**src/rtl/spk_mmio_pkg.sv**
```systemverilog
package spk_mmio_pkg;
  typedef enum logic [1:0] {
    RSEL_MEM  = 2'b00,
    RSEL_CODE = 2'b01,
    RSEL_STBY = 2'b10,
    RSEL_ZERO = 2'b11
  } rsel_e;
endpackage

```
**src/rtl/spk_addr_decode.sv**
```systemverilog
module spk_addr_decode
  import spk_mmio_pkg::*;
#(
  parameter int          ADDR_W    = 32,
  parameter logic [31:0] IO_BASE   = 32'hFFFF0000,
  parameter logic [31:0] CODE_ADDR = 32'hFFFFFF00,
  parameter logic [31:0] STRB_ADDR = 32'hFFFFFF04,
  parameter logic [31:0] STBY_ADDR = 32'hFFFFFF08
) (
  input  logic              clk,
  input  logic              rst,
  input  logic              bus_we,
  input  logic [ADDR_W-1:0] bus_addr,
  output logic              mem_we,
  output logic              code_we,
  output logic              strb_we,
  output rsel_e             rsel
);
  logic is_io;

  always_comb begin
    is_io   = (bus_addr >= IO_BASE[ADDR_W-1:0]);
    mem_we  = bus_we && !is_io;
    code_we = bus_we && (bus_addr == CODE_ADDR[ADDR_W-1:0]);
    strb_we = bus_we && (bus_addr == STRB_ADDR[ADDR_W-1:0]);
    if (!is_io)                                   rsel = RSEL_MEM;
    else if (bus_addr == CODE_ADDR[ADDR_W-1:0])   rsel = RSEL_CODE;
    else if (bus_addr == STBY_ADDR[ADDR_W-1:0])   rsel = RSEL_STBY;
    else                                          rsel = RSEL_ZERO;
  end

  // memory never written inside the I/O window
  assert_io_no_mem_we_R1: assert property (@(posedge clk) disable iff (rst)
    (bus_addr >= IO_BASE[ADDR_W-1:0]) |-> !mem_we);

  // at most one write target per cycle, none without bus_we
  assert_single_target_R8: assert property (@(posedge clk) disable iff (rst)
    $onehot0({mem_we, code_we, strb_we}) && (bus_we || !(mem_we || code_we || strb_we)));
endmodule

```
**src/rtl/spk_dev_regs.sv**
```systemverilog
module spk_dev_regs #(
  parameter int DATA_W      = 32,
  parameter int CODE_W      = 6,
  parameter int SYNC_STAGES = 2
) (
  input  logic              clk,
  input  logic              rst,
  input  logic              code_we,
  input  logic              strb_we,
  input  logic [DATA_W-1:0] wdata,
  input  logic              stby_in,
  output logic [CODE_W-1:0] code_q,
  output logic              load_n_q,
  output logic              stby_sync
);
  logic [SYNC_STAGES-1:0] sync_q;

  always_ff @(posedge clk) begin
    if (rst) begin
      code_q   <= '0;
      load_n_q <= 1'b1;
    end else begin
      if (code_we) code_q   <= wdata[CODE_W-1:0];
      if (strb_we) load_n_q <= wdata[0];
    end
  end

  generate
    if (SYNC_STAGES == 1) begin : g_sync1
      always_ff @(posedge clk) begin
        if (rst) sync_q <= '0;
        else     sync_q <= stby_in;
      end
    end else begin : g_syncn
      always_ff @(posedge clk) begin
        if (rst) sync_q <= '0;
        else     sync_q <= {sync_q[SYNC_STAGES-2:0], stby_in};
      end
    end
  endgenerate

  assign stby_sync = sync_q[SYNC_STAGES-1];

  // code register holds without its write enable
  assert_code_hold_R8: assert property (@(posedge clk) disable iff (rst)
    !code_we |=> $stable(code_q));

  // strobe takes written bit 0
  assert_strobe_load_R3: assert property (@(posedge clk) disable iff (rst)
    strb_we |=> (load_n_q == $past(wdata[0])));

  // strobe falls only after a strobe write
  assert_strobe_fall_R10: assert property (@(posedge clk) disable iff (rst)
    $fell(load_n_q) |-> $past(strb_we));
endmodule

```
**src/rtl/spk_rdata_mux.sv**
```systemverilog
module spk_rdata_mux
  import spk_mmio_pkg::*;
#(
  parameter int DATA_W = 32,
  parameter int CODE_W = 6
) (
  input  logic              clk,
  input  logic              rst,
  input  rsel_e             rsel,
  input  logic [DATA_W-1:0] mem_rdata,
  input  logic [CODE_W-1:0] code_q,
  input  logic              stby_sync,
  output logic [DATA_W-1:0] rdata
);
  always_comb begin
    unique case (rsel)
      RSEL_MEM:  rdata = mem_rdata;
      RSEL_CODE: rdata = {{(DATA_W-CODE_W){1'b0}}, code_q};
      RSEL_STBY: rdata = {{(DATA_W-1){1'b0}}, stby_sync};
      default:   rdata = '0;
    endcase
  end

  // code readback is zero-extended
  assert_code_zext_R6: assert property (@(posedge clk) disable iff (rst)
    (rsel == RSEL_CODE) |-> (rdata[DATA_W-1:CODE_W] == '0));

  // unmapped I/O reads return zero
  assert_unmapped_zero_R9: assert property (@(posedge clk) disable iff (rst)
    (rsel == RSEL_ZERO) |-> (rdata == '0));
endmodule

```
**src/rtl/spk_mmio_port.sv**
```systemverilog
module spk_mmio_port
  import spk_mmio_pkg::*;
#(
  parameter int          ADDR_W      = 32,
  parameter int          DATA_W      = 32,
  parameter int          CODE_W      = 6,
  parameter int          SYNC_STAGES = 2,
  parameter logic [31:0] IO_BASE     = 32'hFFFF0000,
  parameter logic [31:0] CODE_ADDR   = 32'hFFFFFF00,
  parameter logic [31:0] STRB_ADDR   = 32'hFFFFFF04,
  parameter logic [31:0] STBY_ADDR   = 32'hFFFFFF08
) (
  input  logic              clk,
  input  logic              rst,
  input  logic              bus_we,
  input  logic [ADDR_W-1:0] bus_addr,
  input  logic [DATA_W-1:0] bus_wdata,
  output logic [DATA_W-1:0] bus_rdata,
  output logic              mem_we,
  input  logic [DATA_W-1:0] mem_rdata,
  output logic [CODE_W-1:0] spk_code,
  output logic              spk_load_n,
  input  logic              spk_standby
);
  logic  code_we, strb_we, stby_sync;
  rsel_e rsel;

  spk_addr_decode #(
    .ADDR_W(ADDR_W), .IO_BASE(IO_BASE), .CODE_ADDR(CODE_ADDR),
    .STRB_ADDR(STRB_ADDR), .STBY_ADDR(STBY_ADDR)
  ) u_dec (
    .clk(clk), .rst(rst), .bus_we(bus_we), .bus_addr(bus_addr),
    .mem_we(mem_we), .code_we(code_we), .strb_we(strb_we), .rsel(rsel)
  );

  spk_dev_regs #(
    .DATA_W(DATA_W), .CODE_W(CODE_W), .SYNC_STAGES(SYNC_STAGES)
  ) u_regs (
    .clk(clk), .rst(rst), .code_we(code_we), .strb_we(strb_we),
    .wdata(bus_wdata), .stby_in(spk_standby), .code_q(spk_code),
    .load_n_q(spk_load_n), .stby_sync(stby_sync)
  );

  spk_rdata_mux #(
    .DATA_W(DATA_W), .CODE_W(CODE_W)
  ) u_mux (
    .clk(clk), .rst(rst), .rsel(rsel), .mem_rdata(mem_rdata),
    .code_q(spk_code), .stby_sync(stby_sync), .rdata(bus_rdata)
  );
endmodule

```
**config.mk**
```make
export PLATFORM = sky130hd
export DESIGN_NAME = spk_mmio_port
export DESIGN_NICKNAME = d
export VERILOG_FILES = /design/src/rtl/spk_mmio_pkg.sv /design/src/rtl/spk_addr_decode.sv /design/src/rtl/spk_dev_regs.sv /design/src/rtl/spk_rdata_mux.sv /design/src/rtl/spk_mmio_port.sv
export SDC_FILE = /design/constraint.sdc
export NUM_CORES = 1
export LEC_CHECK = 0
export BUFFER_PORTS_ARGS = -buffer_cell sky130_fd_sc_hd__buf_2
export CORE_ASPECT_RATIO = 0.75
export CORE_MARGIN = 2
export CORE_UTILIZATION = 26
export CTS_CLUSTER_SIZE = 24
export DETAILED_ROUTE_END_ITERATION = 16
export GPL_ROUTABILITY_DRIVEN = 0
export PLACE_DENSITY = 0.92
export SLEW_MARGIN = 0
export SYNTH_ARGS = -nofsm -noshare
export SYNTH_HDL_FRONTEND = slang
export SYNTH_SLANG_ARGS = --single-unit
export TNS_END_PERCENT = 30
```
**constraint.sdc**
```tcl
create_clock -name clk -period 2.3 [get_ports clk]
set_input_delay 0.345 -clock clk [delete_from_list [all_inputs] [get_ports clk]]
set_output_delay 0.345 -clock clk [all_outputs]
set_load 0.01 [all_outputs]
```
**Yosys cells after proc, flatten, opt, wreduce, memory -nomap -nowiden**

Index checks and enable logic that the tools add are counted.

- Magnitude comparators: 1
- Eq/ne operators: 5
- Muxes and demuxes: 4
- Reduce and logical (&&, ||, !) cells: 5

Operators by type and width:

| kind | number |
|---|---|
| 32-bit == test (second input constant) | 3 |
| 32-bit one-hot mux with 3 select lines | 1 |
| 32-bit >= comparator (second input constant) | 1 |
| 2-bit 2-to-1 mux | 2 |
| 1-bit logical AND | 3 |
| 2-bit by 1-bit == test with 1-bit output (second input constant) | 1 |
| 2-bit == test (second input constant) | 1 |
| 2-bit logical NOT | 1 |
| 1-bit logical NOT | 1 |
| 1-bit 2-to-1 mux | 1 |

- Register bits: 9
- Output and inout port bits: 40
- Word-level logic and storage cells: 18

**Logic depth before layout (Yosys ltp)**

Gate-level depths: netlist (run 1).

- Depth after elaboration: 6
- Mapped depth: 6
- Depth with buffers taken out: 4

**Cells and area by module**

From an unflattened synthesis (run 1), not the netlist that was laid out.

- Cell total of the unflattened synthesis: 91
- Area, all modules: 777.0 sq um

By module, submodules not included:

| module | instances | cells an instance | area an instance (sq um) | seq. area each (sq um) |
|---|---|---|---|---|
| spk_rdata_mux | 1 | 44 | 319.1 | 0.0 |
| spk_dev_regs | 1 | 27 | 312.8 | 180.2 |
| spk_addr_decode | 1 | 20 | 145.1 | 0.0 |

**Least setup slack after synthesis (run 1)**

No wires, ideal clock.

- Path type: input to output
- Start: input bus_addr[4]
- End: output bus_rdata[1]
- Data arrival time: 1804 ps
- Slack: 151 ps
- Stages on the path: 4
- Cells stage by stage: or4_1 > or4_4 > nand2b_1 > o21ai_0

- Longest elaborated chain between the ends: 6

Ends and longest elaborated chain:

| element | line | text |
|---|---|---|
| start, declared | spk_mmio_port.sv:16 | `input logic [ADDR_W-1:0] bus_addr,` |
| branches (longest 3 deep; another with 32-bit >= comparator) | n/a |  |
| 2-bit 2-to-1 mux * | spk_addr_decode.sv:26 | `if (!is_io) rsel = RSEL_MEM;` |
| 2-bit == test, or another cell as far along | spk_rdata_mux.sv:16 | `unique case (rsel)` |
| 32-bit one-hot mux with 3 select lines * | spk_rdata_mux.sv:16 |  |
| end, declared | spk_mmio_port.sv:18 | `output logic [DATA_W-1:0] bus_rdata,` |

Mark *: on every way between the ends.

**Worst setup path after layout (run 1)**

- Start: input bus_addr[4]
- End: output bus_rdata[4]

The elaborated chain is that of the path after synthesis.

==> results of run 1 <==
[critical path, cell delays in order]
cell	delay [ps]
buf_2	90
or4_1	510
or4_4	440
nand2b_4	170
o21ai_0	150
buf_2	150
[placed cells by master, fill, tap and decap left out]
cell	instances
o21ai_0	5
inv_1	1
nor2_1	4
nand2b_4	1
or4_1	1
nor4_1	2
nor4b_4	1
nand2_1	12
or4_4	2
nand2b_1	13
nand4bb_1	1
buf_4	5
o41ai_1	1
dfxtp_1	9
clkbuf_1	1
clkbuf_8	3
buf_2	113
mux2i_1	8
and2_1	26
nor2b_1	2
nand4_1	5
[layout make-up]
cell class	instances	share of cell area [%]
Timing Repair Buffer	118	42.17
Multi-Input combinational cell	84	38.67
Sequential cell	9	12.60
Clock buffer	4	3.150
Tap cell	36	3.150
Inverter	1	0.2625
[flip-flops by register name (all words and copies together) (netlist names)]
register         flops
u_regs.code_q        6
u_regs.load_n_q      1
u_regs.sync_q        2
[routing by layer]
layer / routed length [um] / share of wire (%) / vias to the layer above
met2: 1329 / 51 / 51
met1: 1017 / 39 / 445
li1: - / - / 566
met3: 225 / 8.6 / 4
met5: 0 / 0 / -
met4: 45 / 1.7 / 0
[what timing repair did]
action	in CTS	in global routing
endpoints found under the setup margin	0	6
setup buffers	0	0
gates resized for setup	0	2
endpoints found under the hold margin	0	0
[final timing paths]
path	startpoint	to	slack (ps)	cells past startpoint
worst max-delay path	bus_addr[4]	bus_rdata[4]	90	6
worst min-delay path	spk_standby	u_regs.sync_q[0]	330	2
worst min register to register	u_regs.sync_q[0]	u_regs.sync_q[1]	430	1
worst max register to register	u_regs.code_q[1]	u_regs.code_q[1]	1700	2
[kinds of logic (layout without fill, tap and decap cells)]
kind of cell / after synthesis / count (layout) / share of synthesized area, %
muxes: 8 / 8 / 10.76
buffers and inverters: 6 / 123 / 3.025
DFF: 9 / 9 / 24.20
AOI/OAI and AO/OA: 6 / 6 / 4.537
and+or+nand+nor: 70 / 70 / 57.48
[report_power, final]
group          switching, uW  total, uW  internal (uW)
logic                   57.0        142           84.7
clock network           59.8        180            121
registers              0.264        158            158
total                    117        480            363
[per-stage QoR]
stage               total power (uW)  area (um^2)  setup slack [ps]  instances  hold WS [ps]
floorplan                      214.4        744.5             151.2         99         413.8
global placement               300.2         1374             43.01        248         419.6
detailed placement             303.8         1374             21.84        248         420.4
CTS                            486.3         1419             23.80        252         332.0
global route                   514.3         1430             20.87        252         333.0
finish                         480.5         1430             89.26        252         331.2
==> flow_summary.yaml, run 1 <==
outcome:
  status: "completed"
die:
  io_pins: 140
  chipHeight_um: 50.34
  start_util_pct: 27.96
  die_w_um: 65.79
  core_um2: 2663
  rows: 16
  fp.dieArea_um2: 3312
synthesis:
  async_flop_share_pct: 0
  synth-edff-count: 0
  yosys_warnings: 0
  synth.area.top_cells: "dfxtp_1 (24%), and2_1 (22%), nand2b_1 (12%)"
  ys_top_cells_by_count: "and2_1 (26), nand2b_1 (14), nand2_1 (12), dfxtp_1 (9), mux2i_1 (8)"
  ys_seq_area_share_pct: 24.20
  synth_nets: 199
  ys_seq_elements: 9
  avgSynthCellArea_um2: 7.520
  synth_ff_type: "dfxtp_1"
  syn_inst: 99
  synth_area_leader_cell: "dfxtp_1"
  ys_types: 17
  synth_area_um2: 744.5
  synth_top_area_share_pct: 24.20
  yosysMostFrequentCell: "and2_1"
placement:
  portBuffers: 113
layout:
  layout.nets: 317
  drive_gt1_share_pct: 57.87
  fin_util_pct: 53.71
  multi_input_area_um2: 553.0
  fillCellCount: 284
  area_growth_pct: 92.10
  register_area_um2: 180.2
  num_antenna_cells: 0
critical_path:
  cp_data_arrival_time_ps: 1870
  critPathKind: "primary input to output port"
  crit_path_start_kind: "primary input"
  required_ps: 1960
  path_max_fanout: 5
  crit_path_end_kind: "output port"
sta:
  fin_tns_setup_ps: 0
  finClkSkew_ps: 0.1360
  fin_crit_ps: 2211
  tightest_slew_ps: 348.2
  slew_headroom_pct: 76.57
  hold_viol_final: 0
  setup_viol: 0
  min_period_over_period_pct: 96.12
  fmax_mhz: 452.3
  rsz0062_at_grt: "no"
  slew_viol_final: 0
clocking:
  clkLatencyLatePin_ps: 230
  cts.clk_slew.worst_paths_ps: 40
  cts_buffers: 3
  clock-sinks: 9
  cts_hold_buf: 0
  cts_tree: "yes"
  clock_path_buffers: 2
  htreeDepth: 1
  cts_root_buffer: "clkbuf_8"
global_route:
  grt_pass1_vias: 864
  met2_usage_pct: 25.93
  globalRouteMet3Util_pct: 1.794
  busiest_layer: "met2"
  grt_pass1_wl_um: 3712
  grtUsageTotal_pct: 14.40
  grt_max_degree: 23
  use_met1_pct: 16.21
  antenna_found_initial: 0
  grt-ovfl-total: 0
route:
  wl_per_cell_um: 10.39
  first_pass_iters: 4
  vias: 1066
  drtIter0Drc: 17
  via_per_inst: 4.230
  drc: 0
  antenna_left: 0
  finalWirelength_um: 2618
worst_hold_path:
  hp-class: "primary input to register"
pwr:
  peakVddDrop_mv: 0.2501
  cellLeakagePower_uw: 0.0007545
  power_density_nw_per_um2: 336.0
flow_run:
  drv_cap: 0
(Power assumes the default switching activity.)
==> run 2, diff against run 1 <==
--- a/config.mk
+++ b/config.mk
@@ -5,14 +5,16 @@
 export SDC_FILE = /design/constraint.sdc
 export NUM_CORES = 1
 export LEC_CHECK = 0
+export ABC_AREA = 1
 export BUFFER_PORTS_ARGS = -buffer_cell sky130_fd_sc_hd__buf_2
 export CORE_ASPECT_RATIO = 0.75
 export CORE_MARGIN = 2
-export CORE_UTILIZATION = 26
+export CORE_UTILIZATION = 30
 export CTS_CLUSTER_SIZE = 24
 export DETAILED_ROUTE_END_ITERATION = 16
 export GPL_ROUTABILITY_DRIVEN = 0
-export PLACE_DENSITY = 0.92
+export MAX_ROUTING_LAYER = met4
+export PLACE_DENSITY = 0.91
 export SLEW_MARGIN = 0
 export SYNTH_ARGS = -nofsm -noshare
 export SYNTH_HDL_FRONTEND = slang
==> flow_summary.yaml, run 2 <==
sta:
  fmax_mhz: 529.4
  min_period_over_period_pct: 82.13
  fin_crit_ps: 1889
  tightest_slew_ps: 468.3
  slew_viol_final: 0
  hold_viol_final: 0
  finClkSkew_ps: 0.1703
  fin_ws_ps: 411.1
  rsz0062_at_grt: "no"
  setup_viol: 0
  fin_tns_setup_ps: 0
  slew_headroom_pct: 68.67
pwr:
  p_int_uw: 364.3
  power_frac_comb_pct: 32.6
  total_power_uw: 506.2
  switching_share_pct: 28.03
  peakVddDrop_mv: 0.4044
  cellLeakagePower_uw: 0.001042
  clock_power_share_pct: 36.1
  p_seq_share_pct: 31.3
  p_switching_uw: 141.8
  power_density_nw_per_um2: 313.1
clocking:
  htreeDepth: 1
  cts_tree: "yes"
  cts_hold_buf: 0
  cts.clk_slew.worst_paths_ps: 50
  cts_root_buffer: "clkbuf_8"
  cts_buffers: 3
  post_cts_buffers: 0
  clkLatencyLatePin_ps: 230
  clock-sinks: 9
  ctsResizeCount: 0
  clock_path_buffers: 2
layout:
  layout_common_cells: "buf_2 (113), inv_1 (52), nor2_1 (48)"
  top_regs: "u_regs.code_q x6, u_regs.sync_q x2, u_regs.load_n_q x1"
  layout.nets: 408
  largest_reg_flops: 6
  register_area_um2: 180.2
  fin_util_pct: 53.52
  num_antenna_cells: 0
  fillCellCount: 309
  multi_input_area_um2: 556.8
  area_growth_pct: 65.43
  final_common_cell: "buf_2"
  drive_gt1_share_pct: 41.69
  finish.instance_area_um2: 1617
  top_register: "u_regs.code_q"
worst_hold_path:
  hp-class: "primary input to register"
critical_path:
  critPathMaxStageDelay_ps: 320
  slowest_stage: "nor2_8"
  crit_path_start_kind: "primary input"
  required_ps: 1960
  critPathKind: "primary input to output port"
  path_max_fanout: 21
  crit_path_end_kind: "output port"
  crit_chain: "buf_2 > nand2_1 > nor2_2 > nand2_2 > nor2_8 > nand2_1 > o21ai_1 > buf_2"
  cp_data_arrival_time_ps: 1540
route:
  wl_per_cell_um: 9.186
  drc: 0
  vias: 1367
  first_pass_iters: 4
  drtIter0Drc: 34
  finalWirelength_um: 3169
  antenna_left: 0
  via_per_inst: 3.962
die:
  io_pins: 140
  rows: 17
  die_w_um: 69.90
  start_util_pct: 32.35
  fp.dieArea_um2: 3734
  core_um2: 3020
  chipHeight_um: 53.43
synthesis:
  yosysMostFrequentCell: "inv_1"
  synth-edff-count: 0
  synth_nets: 293
  ys_seq_area_share_pct: 18.44
  synth_top_area_share_pct: 19.97
  async_flop_share_pct: 0
  ys_top_cells_by_count: "inv_1 (52), nor2_1 (48), nand2_1 (42), dfxtp_1 (9), nand4_1 (7)"
  synth_area_um2: 977.2
  synth_area_leader_cell: "inv_1"
  avgSynthCellArea_um2: 5.063
  synth_ff_type: "dfxtp_1"
  ys_types: 18
  yosys_warnings: 0
  ys_seq_elements: 9
  syn_inst: 193
  synth.area.top_cells: "inv_1 (20%), dfxtp_1 (18%), nor2_1 (18%)"
outcome:
  status: "completed"
global_route:
  antenna_found_initial: 0
  grt_pass1_vias: 1218
  grt_pass1_wl_um: 4850
  grt-ovfl-total: 0
  grtUsageTotal_pct: 16.38
  grt_max_degree: 22
placement:
  dp_hpwl_um: 2734
  dp_slack_ps: 406.5
  place_area_um2: 1572
  portBuffers: 113
flow_run:
  drv_cap: 0
## run 2: changes by cell type after synthesis, sizes merged, moves of 8 or more
cell    change
and2       -26
mux2i       -8
nand2b     -14
inv        +54
nand2      +33
nor2       +48
## run 2: per-layer routing
layer | vias up | part of all wire, % | global-route usage (%)
met4 | 0 | 0 | 4.167
met3 | 0 | 4.3 | 1.905
li1 | 779 | - | -
met1 | 556 | 45 | 19.66
met5 | - | 0 | -
met2 | 32 | 50 | 29.84
## run 2: final timing paths
path / cells past startpoint / startpoint / slack, ps / to
hold reg to reg: 2 / u_regs.sync_q[0] / 420 / u_regs.sync_q[1]
hold / removal: 2 / rst / 290 / u_regs.sync_q[0]
setup / recovery: 8 / bus_addr[24] / 410 / bus_rdata[4]
setup reg to reg: 4 / u_regs.code_q[4] / 1660 / u_regs.code_q[4]
## run 2: metrics by stage
step / hold slack (ps) / std cells
2_1_floorplan: 388.3 / 193
3_3_place_gp: 400.4 / 341
3_5_place_dp: 418.9 / 341
4_1_cts: 289.0 / 345
5_1_grt: 299.5 / 345
6_report: 292.9 / 345
## run 2: worst max-delay path: cells and delay by family
kind                   cells  cell delay (ps)
AOI/OAI and AO/OA          1              150
buffers and inverters      2              230
and+or+nand+nor            5              810
## run 2: logic make-up after synthesis
logic type | after synthesis | synth area share, %
flip-flops | 9 | 18.44
buffers and inverters | 61 | 24.58
AO/OA/AOI/OAI | 11 | 5.634
AND/OR/NAND/NOR | 112 | 51.34
## run 2: area by class of cell
| type | instances | share of cell area [%] |
|---|---|---|
| repair buffers | 114 | 35.45 |
| multi-input cells | 123 | 34.44 |
| inverters | 57 | 13.24 |
| flip-flops and latches | 9 | 11.15 |
| well taps | 38 | 2.941 |
| clock buffers | 4 | 2.786 |
## run 2: power groups by stage
stage	Combinational [uW]	Sequential, uW	Clock [uW]
6_report	165	159	182
5_1_grt	188	158	198
4_1_cts	167	158	187
3_5_place_dp	166	161	0
3_3_place_gp	163	161	0
2_1_floorplan	69.7	161	0
==> run 3, diff against run 2 <==
--- a/config.mk
+++ b/config.mk
@@ -9,12 +9,12 @@
 export BUFFER_PORTS_ARGS = -buffer_cell sky130_fd_sc_hd__buf_2
 export CORE_ASPECT_RATIO = 0.75
 export CORE_MARGIN = 2
-export CORE_UTILIZATION = 30
+export CORE_UTILIZATION = 27
 export CTS_CLUSTER_SIZE = 24
 export DETAILED_ROUTE_END_ITERATION = 16
 export GPL_ROUTABILITY_DRIVEN = 0
 export MAX_ROUTING_LAYER = met4
-export PLACE_DENSITY = 0.91
+export PLACE_DENSITY = 0.87
 export SLEW_MARGIN = 0
 export SYNTH_ARGS = -nofsm -noshare
 export SYNTH_HDL_FRONTEND = slang
==> constraint.sdc (replaced) <==
create_clock -name clk -period 1.5 [get_ports clk]
set_input_delay 0.225 -clock clk [delete_from_list [all_inputs] [get_ports clk]]
set_output_delay 0.225 -clock clk [all_outputs]
set_load 0.01 [all_outputs]
==> flow_summary.yaml, run 3 (same netlist as run 2, synthesis figures left out) <==
outcome:
  status: "completed"
route:
  drc: 0
  via_per_inst: 4.037
  drtIter0Drc: 52
  vias: 1417
  first_pass_iters: 4
  wl_per_cell_um: 9.060
  finalWirelength_um: 3180
  antenna_left: 0
critical_path:
  r2r_cells: 4
  path_max_fanout: 6
  crit_end: "bus_rdata[2]"
  cp_data_arrival_time_ps: 1190
  slowest_stage: "nor2_1"
  crit_path_start_kind: "primary input"
  critPathMaxStageDelay_ps: 180
  crit_chain: "buf_2 > nand2_1 > nor2_1 > nand2_4 > buf_4 > o21ai_0 > o21ai_1 > buf_2"
  critPathKind: "primary input to output port"
  ff2ff_setup_slack_ps: 870
  timing.rr.start: "u_regs.code_q[5]"
  setup.worst_path.start: "bus_addr[16]"
  required_ps: 1270
  cpMostUsedCell: "buf_2"
  crit_path_end_kind: "output port"
  rr_endpoint: "u_regs.code_q[5]"
sta:
  setup_viol: 0
  fmax_mhz: 707.7
  min_period_over_period_pct: 94.20
  fin_crit_ps: 1413
  slew_headroom_pct: 86.76
  hold_viol_final: 0
  slew_viol_final: 0
  finClkSkew_ps: 0.06060
  tightest_slew_ps: 197.9
pwr:
  cellLeakagePower_uw: 0.001094
  peakVddDrop_mv: 0.4023
  power_density_nw_per_um2: 462.9
layout:
  area_growth_pct: 72.09
  fin_util_pct: 49.78
  top_register: "u_regs.code_q"
  final_common_cell: "buf_2"
  largest_reg_flops: 6
  layout.nets: 412
  layoutNonFillerInstCount: 351
  top_regs: "u_regs.code_q x6, u_regs.sync_q x2, u_regs.load_n_q x1"
  num_antenna_cells: 0
  layout_common_cells: "buf_2 (113), inv_1 (52), nor2_1 (47)"
  drive_gt1_share_pct: 43.09
flow_run:
  drv_cap: 0
clocking:
  htreeDepth: 1
  cts_hold_buf: 0
  clock_path_buffers: 2
  clkLatencyLatePin_ps: 230
  cts_tree: "yes"
  cts_root_buffer: "clkbuf_8"
  cts.clk_slew.worst_paths_ps: 40
  clock-sinks: 9
  cts_buffers: 3
die:
  chipHeight_um: 56.10
  start_util_pct: 28.93
  io_pins: 140
  die_w_um: 73.47
  fp.dieArea_um2: 4121
  core_um2: 3378
  rows: 18
global_route:
  grt_pass1_wl_um: 4616
  grt-ovfl-total: 0
  grt_pass1_vias: 1174
  grtUsageTotal_pct: 14.05
  grt_max_degree: 28
  antenna_found_initial: 0
worst_hold_path:
  hp-class: "primary input to register"
  min_from: "rst"
placement:
  portBuffers: 113
  place_inst: 346
  dp_hpwl_um: 2719
-- run 3: final cells by class --
type / instances / area (um^2)
fill: 365 / 1697
sequential: 9 / 180.2
inverter: 57 / 214.0
timing repair buffer: 118 / 615.6
clock buffer: 4 / 45.04
tap: 40 / 50.05
multi-input combinational: 123 / 576.8
-- run 3: critical path: cells and delay by family --
family	cells	cell delay (ps)
buf+inv	3	380
simple gates	3	340
compound gates	2	240
-- run 3: what timing repair did --
item,4_1_cts,5_1_grt
buffers inserted,0,1
setup endpoints to repair,0,29
gates resized for setup,0,5
hold endpoints to repair,0,0
-- run 3: worst min-delay path by stage --
stage,endpoint,slack [ps],depth (start not counted)
final,u_regs.sync_q[0],180,2
after global routing,u_regs.sync_q[0],190,2
after CTS,u_regs.sync_q[0],170,2
after detailed placement,u_regs.sync_q[1],400,2
after global placement,u_regs.sync_q[1],390,2
after floorplan,u_regs.sync_q[0],300,1
-- run 3: report_power, final --
group | internal [uW] | switching (uW) | total [uW]
clock | 185 | 93.4 | 278
combinational | 132 | 125 | 257
sequential | 243 | 0.769 | 243
total | 559 | 219 | 778
-- run 3: metrics by stage --
step | total power, uW | hold slack [ps] | setup slack, ps | TNS, ps | instance area, um^2
6_report | 778.3 | 177.1 | 87.04 | 0 | 1682
5_1_grt | 825.7 | 186.6 | -0.4163 | -0.4163 | 1682
4_1_cts | 782.9 | 173.3 | 57.68 | 0 | 1654
3_5_place_dp | 502.6 | 400.9 | 64.16 | 0 | 1609
3_3_place_gp | 496.7 | 391.6 | 72.58 | 0 | 1609
2_1_floorplan | 354.2 | 296.2 | 232.1 | 0 | 977.2
-- run 3: per-layer routing --
layer / wire [um] / share of wire, % / track usage [%]
met5: 0 / 0 / -
met4: 15 / 0.47 / 3.896
met3: 206 / 6.5 / 0.9058
met2: 1600 / 50 / 27.04
met1: 1357 / 43 / 15.12
